===== config.mk =====
export PLATFORM = sky130hd
export DESIGN_NAME = irq_stat_unit
export DESIGN_NICKNAME = d
export VERILOG_FILES = /design/src/rtl/irq_stat_pkg.sv /design/src/rtl/irq_reg_decode.sv /design/src/rtl/irq_flag_core.sv /design/src/rtl/irq_read_mux.sv /design/src/rtl/irq_stat_unit.sv
export SDC_FILE = /design/constraint.sdc
export NUM_CORES = 1
export LEC_CHECK = 0
export BUFFER_PORTS_ARGS = -buffer_cell sky130_fd_sc_hd__buf_4
export CAP_MARGIN = 20
export CORE_MARGIN = 8
export CORE_UTILIZATION = 27
export DETAILED_ROUTE_END_ITERATION = 16
export PLACE_DENSITY = 0.8
export SLEW_MARGIN = 25
export SYNTH_ARGS = -nofsm -noshare
export SYNTH_HDL_FRONTEND = slang
export SYNTH_SLANG_ARGS = --single-unit

===== constraint.sdc =====
create_clock -name clk -period 1.3 [get_ports clk]
set_input_delay 0.065 -clock clk [delete_from_list [all_inputs] [get_ports clk]]
set_output_delay 0.065 -clock clk [all_outputs]
set_load 0.005 [all_outputs]

===== src/rtl/irq_stat_pkg.sv =====
package irq_stat_pkg;

  // Word addresses of the register window
  typedef enum logic [2:0] {
    OFS_MASK = 3'd0,
    OFS_RAW  = 3'd1,
    OFS_MSKD = 3'd2,
    OFS_SET  = 3'd3,
    OFS_CLR  = 3'd4,
    OFS_IDX  = 3'd5,
    OFS_MODE = 3'd6
  } reg_ofs_e;

  localparam int unsigned NUM_REGS = 7;

  // Index codes
  localparam int unsigned IDX_NONE  = 0;
  localparam int unsigned IDX_TIMER = 1;

  // Mode field: software-clear
  localparam int unsigned MODE_SWCLR = 1;

  typedef struct packed {
    logic mask_we;
    logic set_hit;
    logic clr_hit;
    logic idx_rd;
  } reg_strobe_t;

endpackage


===== src/rtl/irq_reg_decode.sv =====
module irq_reg_decode
  import irq_stat_pkg::*;
#(
  parameter int unsigned ADDR_W = 4
) (
  input  logic                reg_wr,
  input  logic                reg_rd,
  input  logic [ADDR_W-1:0]   reg_addr,
  input  logic                wbit,
  output reg_strobe_t         strb,
  output logic [NUM_REGS-1:0] rd_sel
);

  logic [NUM_REGS-1:0] hit;

  // One comparator per register
  generate
    for (genvar g = 0; g < NUM_REGS; g++) begin : g_hit
      assign hit[g] = (reg_addr == ADDR_W'(g));
    end
  endgenerate

  always_comb begin
    strb.mask_we = reg_wr & hit[OFS_MASK];
    strb.set_hit = reg_wr & hit[OFS_SET] & wbit;
    strb.clr_hit = reg_wr & hit[OFS_CLR] & wbit;
    strb.idx_rd  = reg_rd & hit[OFS_IDX];
  end

  assign rd_sel = reg_rd ? hit : '0;

endmodule


===== src/rtl/irq_flag_core.sv =====
module irq_flag_core
  import irq_stat_pkg::*;
(
  input  logic        clk,
  input  logic        rst_n,
  input  logic        evt_pulse,
  input  reg_strobe_t strb,
  input  logic        wbit,
  output logic        raw_q,
  output logic        mask_q,
  output logic        irq_q
);

  logic raw_d, raw_en;
  logic mask_d, mask_en;
  logic irq_d;
  logic set_req, clr_req;

  // Next-state logic; a set request overrides a clear request
  always_comb begin
    set_req = evt_pulse | strb.set_hit;
    clr_req = strb.clr_hit | (strb.idx_rd & raw_q & mask_q);
    raw_en  = set_req | clr_req;
    raw_d   = set_req;
    mask_en = strb.mask_we;
    mask_d  = wbit;
    irq_d   = raw_q & mask_q;
  end

  always_ff @(posedge clk or negedge rst_n) begin
    if (!rst_n) begin
      raw_q  <= 1'b0;
      mask_q <= 1'b0;
      irq_q  <= 1'b0;
    end else begin
      if (raw_en)  raw_q  <= raw_d;
      if (mask_en) mask_q <= mask_d;
      irq_q <= irq_d;
    end
  end

endmodule


===== src/rtl/irq_read_mux.sv =====
module irq_read_mux
  import irq_stat_pkg::*;
#(
  parameter int unsigned DATA_W = 32,
  parameter int unsigned IDX_W  = 5,
  parameter int unsigned MODE_W = 2
) (
  input  logic [NUM_REGS-1:0] rd_sel,
  input  logic                raw_q,
  input  logic                mask_q,
  output logic [DATA_W-1:0]   rdata
);

  logic              mskd;
  logic [IDX_W-1:0]  idx_val;
  logic [MODE_W-1:0] mode_val;

  assign mskd     = raw_q & mask_q;
  assign idx_val  = mskd ? IDX_W'(IDX_TIMER) : IDX_W'(IDX_NONE);
  assign mode_val = MODE_W'(MODE_SWCLR);

  always_comb begin
    rdata = '0;
    if (rd_sel[OFS_MASK]) rdata[0] = mask_q;
    if (rd_sel[OFS_RAW])  rdata[0] = raw_q;
    if (rd_sel[OFS_MSKD]) rdata[0] = mskd;
    if (rd_sel[OFS_IDX])  rdata[IDX_W-1:0]  = idx_val;
    if (rd_sel[OFS_MODE]) rdata[MODE_W-1:0] = mode_val;
  end

endmodule


===== src/rtl/irq_stat_unit.sv =====
module irq_stat_unit
  import irq_stat_pkg::*;
#(
  parameter int unsigned DATA_W = 32,
  parameter int unsigned ADDR_W = 4,
  parameter int unsigned IDX_W  = 5,
  parameter int unsigned MODE_W = 2
) (
  input  logic              clk,
  input  logic              rst_n,
  input  logic              evt_pulse,
  input  logic              reg_wr,
  input  logic              reg_rd,
  input  logic [ADDR_W-1:0] reg_addr,
  input  logic [DATA_W-1:0] reg_wdata,
  output logic [DATA_W-1:0] reg_rdata,
  output logic              irq_o
);

  reg_strobe_t         strb;
  logic [NUM_REGS-1:0] rd_sel;
  logic                raw_q;
  logic                mask_q;

  irq_reg_decode #(.ADDR_W(ADDR_W)) u_dec (
    .reg_wr  (reg_wr),
    .reg_rd  (reg_rd),
    .reg_addr(reg_addr),
    .wbit    (reg_wdata[0]),
    .strb    (strb),
    .rd_sel  (rd_sel)
  );

  irq_flag_core u_core (
    .clk      (clk),
    .rst_n    (rst_n),
    .evt_pulse(evt_pulse),
    .strb     (strb),
    .wbit     (reg_wdata[0]),
    .raw_q    (raw_q),
    .mask_q   (mask_q),
    .irq_q    (irq_o)
  );

  irq_read_mux #(.DATA_W(DATA_W), .IDX_W(IDX_W), .MODE_W(MODE_W)) u_rmux (
    .rd_sel(rd_sel),
    .raw_q (raw_q),
    .mask_q(mask_q),
    .rdata (reg_rdata)
  );

endmodule


; Word-level counts from Yosys, hierarchy flattened
; Cells that the tools add are included.
[word_totals]
ff_bits = 3
out_inout_bits = 33
input_bits = 41
[classes]
muxes = 7
n_reduce_logical = 1
eq_ne = 6
bitwise_logic = 12
[op_table]
columns = cell, count
row1 = $eq 4x3->1 const B, 3
row2 = $and 1x1->1, 9
row3 = $eq 4x2->1 const B, 2
row4 = $mux 7, 1
row5 = $mux 5, 1
row6 = $eq 4x1->1 const B, 1
row7 = $logic_not 4->1, 1
row8 = $mux 1, 4
row9 = $or 1x1->1, 3
row10 = $mux 2, 1

; Longest topological paths before layout
[logic_depth]
word_depth = 7
mapped_depth = 3
ltp_nobuf = 3

; Cells and area by module
; Synthesis repeated with hierarchy kept, for this count alone.
[hier_totals]
hier_cells = 66
area_unflattened_um2 = 509.2
[modules_own_cells]
columns = mod, instances, cells_per_inst, area_per_inst_um2
row1 = irq_read_mux, 1, 38, 277.8
row2 = irq_reg_decode, 1, 20, 120.1
row3 = irq_flag_core, 1, 8, 111.4

; Worst setup path before layout
; No wires, ideal clock.
[synth_path]
path_kind = reg-to-reg
from = reg u_core.mask_q
to = reg u_core.raw_q
path_slack_ns = 0.312
arrival_ns = 0.864
stages_incl_launch_ff = 4
cell_sequence = dfrtp_1 and3_1 o211ai_1 a211o_1
[synth_between]
elab_chain_len = 3
[synth_rtl]
columns = element, line
row1 = start: declaration, irq_flag_core.sv:10  ; output logic mask_q,
row2 = start signal: assignment, irq_flag_core.sv:37  ; if (mask_en) mask_q <= mask_d;
row3 = $and 1x1->1, irq_flag_core.sv:22  ; clr_req = strb.clr_hit | (strb.idx_rd & raw_q & mask_q);
row4 = $or 1x1->1, irq_flag_core.sv:22
row5 = $or 1x1->1, irq_flag_core.sv:23  ; raw_en = set_req | clr_req;
row6 = end signal: assignment, irq_flag_core.sv:36  ; if (raw_en) raw_q <= raw_d;
row7 = end: declaration, irq_flag_core.sv:9  ; output logic raw_q,
; Every way passes these cells.
; A chain may end at the register's enable or synchronous reset.

; Worst setup path after layout
[layout_path]
from = reg u_core.mask_q
to = out reg_rdata[0]
[layout_between]
elab_chain_len = 5
elab_cells_between_ends = 7
classes_between = 6 x mux / 1 x bitwise
[layout_rtl]
columns = element, line
row1 = $mux 1, irq_read_mux.sv:24  ; if (rd_sel[OFS_MASK]) rdata[0] = mask_q;
row2 = $mux 1, irq_read_mux.sv:25  ; if (rd_sel[OFS_RAW]) rdata[0] = raw_q;
row3 = $mux 1, irq_read_mux.sv:26  ; if (rd_sel[OFS_MSKD]) rdata[0] = mskd;
row4 = $mux 5 *, irq_read_mux.sv:27  ; if (rd_sel[OFS_IDX]) rdata[IDX_W-1:0] = idx_val;
row5 = $mux 2 *, irq_read_mux.sv:28  ; if (rd_sel[OFS_MODE]) rdata[MODE_W-1:0] = mode_val;
row6 = end: declaration, irq_stat_unit.sv:16  ; output logic [DATA_W-1:0] reg_rdata,
; Every way passes the cells marked *; elsewhere a longest branch is shown, timed or not.

==> flow_summary_export.csv <==
group,metric,value,unit
run_status,status,"completed",
global_routing,grtUsageTotal,6.507,%
synthesis,yosysWarnings,0,
power,sequentialPowerShare,29.8,%
detailed_routing,drt-total-wl,1002,um
place,dp_hpwl,852.9,um
die,initial_core_util,29.15,%
sta,finalHoldViolations,0,
detailed_routing,num_vias,296,
synthesis,synth_xor_area_share,0,%
synthesis,synth_compound_area_share,6.761,%
synthesis,ys_seq_area_share,16.90,%
worst_setup_path,worstSetupPathType,"flip-flop to output port",
die,rows,14,
cts,path_clk_slew,40,ps
cts,cts_tree,"built",
worst_setup_path,end_kind,"output port",
place,gp_congestion,0.7869,
global_routing,grt_first_pass_wirelength,1662,um
detailed_routing,antenna_left,0,
detailed_routing,vias_per_cell,3.482,
finish,drive_gt1_share,26.09,%
cts,cts-root-buf,"clkbuf_4",
synthesis,synth.area.mux_share,4.789,%
place,io_buffers,11,
worst_setup_path,cp_data_arrival_time,1180,ps
finish,finalNonFillerCells,85,
worst_setup_path,critPathRequiredTime,1240,ps
global_routing,grt_max_degree,7,
synthesis,yosys.area_share.simple,18.31,%
finish,n_antenna_cell,0,
power,switching_power,0.1167,mW
power,internal_power,0.2795,mW
synthesis,avgSynthCellArea,8.381,um^2
synthesis,synth_top_family_by_area,"buffers and inverters",
sta,setup_slack,56.45,ps
power,leakage,0.2587,nW
finish,fin_nets,111,
cts,numCtsBuffers,3,
global_routing,antenna_found_initial,0,
worst_setup_path,startpoint_type,"flip-flop",
place,place_inst,79,
power,p_comb_share,28.1,%
detailed_routing,avgRoutedWirePerCell,11.79,um
detailed_routing,dr.pass1.iters,4,
synthesis,netlist-cell-type-count,15,
cts,cts_buffer_depth,2,
sta,fin_skew,0.07763,ps
synthesis,synthAdderAreaFrac,0,%
synthesis,synth_seq_cells,3,
place,preCtsSetupSlack,204.9,ps
synthesis,syn_area,444.2,um^2
power,switching_share,29.44,%
worst_setup_path,critPathMaxFanout,5,
sta,setup_viol,0,
hold_path,hold_class,"primary input to flip-flop",
die,die_w,56.56,um
global_routing,grt_pass1_vias,361,
cts,htree_num_levels,1,
detailed_routing,first_iter_violations,1,
power,p_clk_share,42.0,%
power,power.total,0.3962,mW
die,die_y,56.56,um
die,io_pins,74,
sta,rsz0062_at_grt,"true",
detailed_routing,route.detailed.drc,0,
worst_setup_path,slowest_stage,"dfrtp_1",
cts,clock_sink_count,3,
flow_run,drv_cap,0,
cts,clk_latency,230,ps
synthesis,synth_top_cell_by_area,"buf_4",
sta,min_period,1244,ps
die,die_area,3199,um^2
die,core,1524,um^2
sta,maxSlewViolCount,0,
finish,design_area,474.2,um^2
synthesis,syn-instance-count,53,
finish,area_delta_synth_final,6.761,%
synthesis,yosys-top-cells-area,"buf_4 52%, dfrtp_1 17%, nand2b_1 4.2%",
global_routing,grt_overflow_total,0,
worst_setup_path,slowest_delay,370,ps
power,irDropWorstVdd,0.3254,mV
power,p_per_area,835.5,nW/um^2
worst_setup_path,crit_chain,"mux2i_1, a211o_1, a21oi_2, buf_4",
sta,fmax,0.8042,GHz
sta,finalCritPeriodShare,95.66,%
synthesis,synth_top_area_share,52.39,%
place,placed_area,426.7,um^2
sta,whs,18.86,ps
==> cell type report <==
type | count | area (um^2)
Clock buffer | 4 | 26.28
Tap cell | 16 | 20.02
Fill cell | 167 | 1050
Timing Repair Buffer | 13 | 100.1
Multi-Input combinational cell | 49 | 252.7
Sequential cell | 3 | 75.07
==> repair_timing <==
action | in CTS | in global routing
hold endpoints to repair | 3 | 0
endpoints found under the setup margin | 1 | 1
pin swaps | 0 | 2
hold buffers | 1 | 0
setup buffers | 1 | 0
gates resized for setup | 0 | 1
==> through the flow <==
stage / util, % / TNS, ps
final: 31.12 / 0
after global routing: 31.12 / -26.98
after CTS: 30.87 / 0
after detailed placement: 28.00 / 0
after global placement: 28.00 / 0
after floorplan: - / 0
==> worst paths after layout <==
check	startpoint	cells after the start	endpoint	slack, ps
setup / recovery	u_core.mask_q	4	reg_rdata[0]	60
hold / removal	evt_pulse	2	u_core.raw_q	20
setup reg to reg	u_core.mask_q	3	u_core.raw_q	210
hold reg to reg	u_core.mask_q	1	u_core.irq_q	560
max in group asynchronous	rst_n	2	u_core.irq_q	1050
min in group asynchronous	rst_n	2	u_core.mask_q	160
==> cells in the mapped netlist, drive strengths merged <==
| master | instances |
|---|---|
| dfrtp | 3 |
| nor2 | 3 |
| and3 | 1 |
| mux2i | 1 |
| nor4 | 1 |
| and3b | 1 |
| nand2b | 3 |
| nand4b | 2 |
| a21oi | 1 |
| and2 | 1 |
| a211o | 2 |
| o211ai | 1 |
| buf | 31 |
| mux2 | 1 |
| conb | 1 |
==> logic make-up after synthesis <==
logic type      Yosys count
flops                     3
simple gates             12
mux                       2
compound gates            4
other cells               1
buf+inv                  31
==> sequential cells by signal, summed over array words and instances, names as in the netlist <==
name           cells
u_core.raw_q       1
u_core.irq_q       1
u_core.mask_q      1
==> routing by layer <==
layer	vias to the layer above	wire length, um	global-route usage, %
met1	133	313	5.492
met2	19	612	11.29
li1	144	-	-
met5	-	0	0
met3	0	76	3.146
met4	0	0	5.155
==> critical path: cells and delay by family (launching register included) <==
family,cells,cell delay [ps]
DFF,1,370
AOI/OAI and AO/OA,2,370
buffers and inverters,1,120
muxes,1,80
==> placed cells by master (no fill, tap or decap), drive strengths merged <==
master	n
a211o	2
a21oi	1
and2	1
and3	1
and3b	1
buf	12
clkbuf	4
conb	31
dfrtp	3
dlygate4sd3	1
mux2	1
mux2i	1
nand2b	3
nand4b	2
nor2	3
nor4	1
o211ai	1
==> power by group through the flow <==
stage / Combinational, mW / Clock, mW / Sequential [mW]
after floorplan: 0.120 / 0 / 0.119
after global placement: 0.0997 / 0 / 0.120
after detailed placement: 0.101 / 0 / 0.121
after CTS: 0.107 / 0.166 / 0.119
after global routing: 0.127 / 0.172 / 0.121
final: 0.111 / 0.167 / 0.118
(Power assumes the default switching activity.)
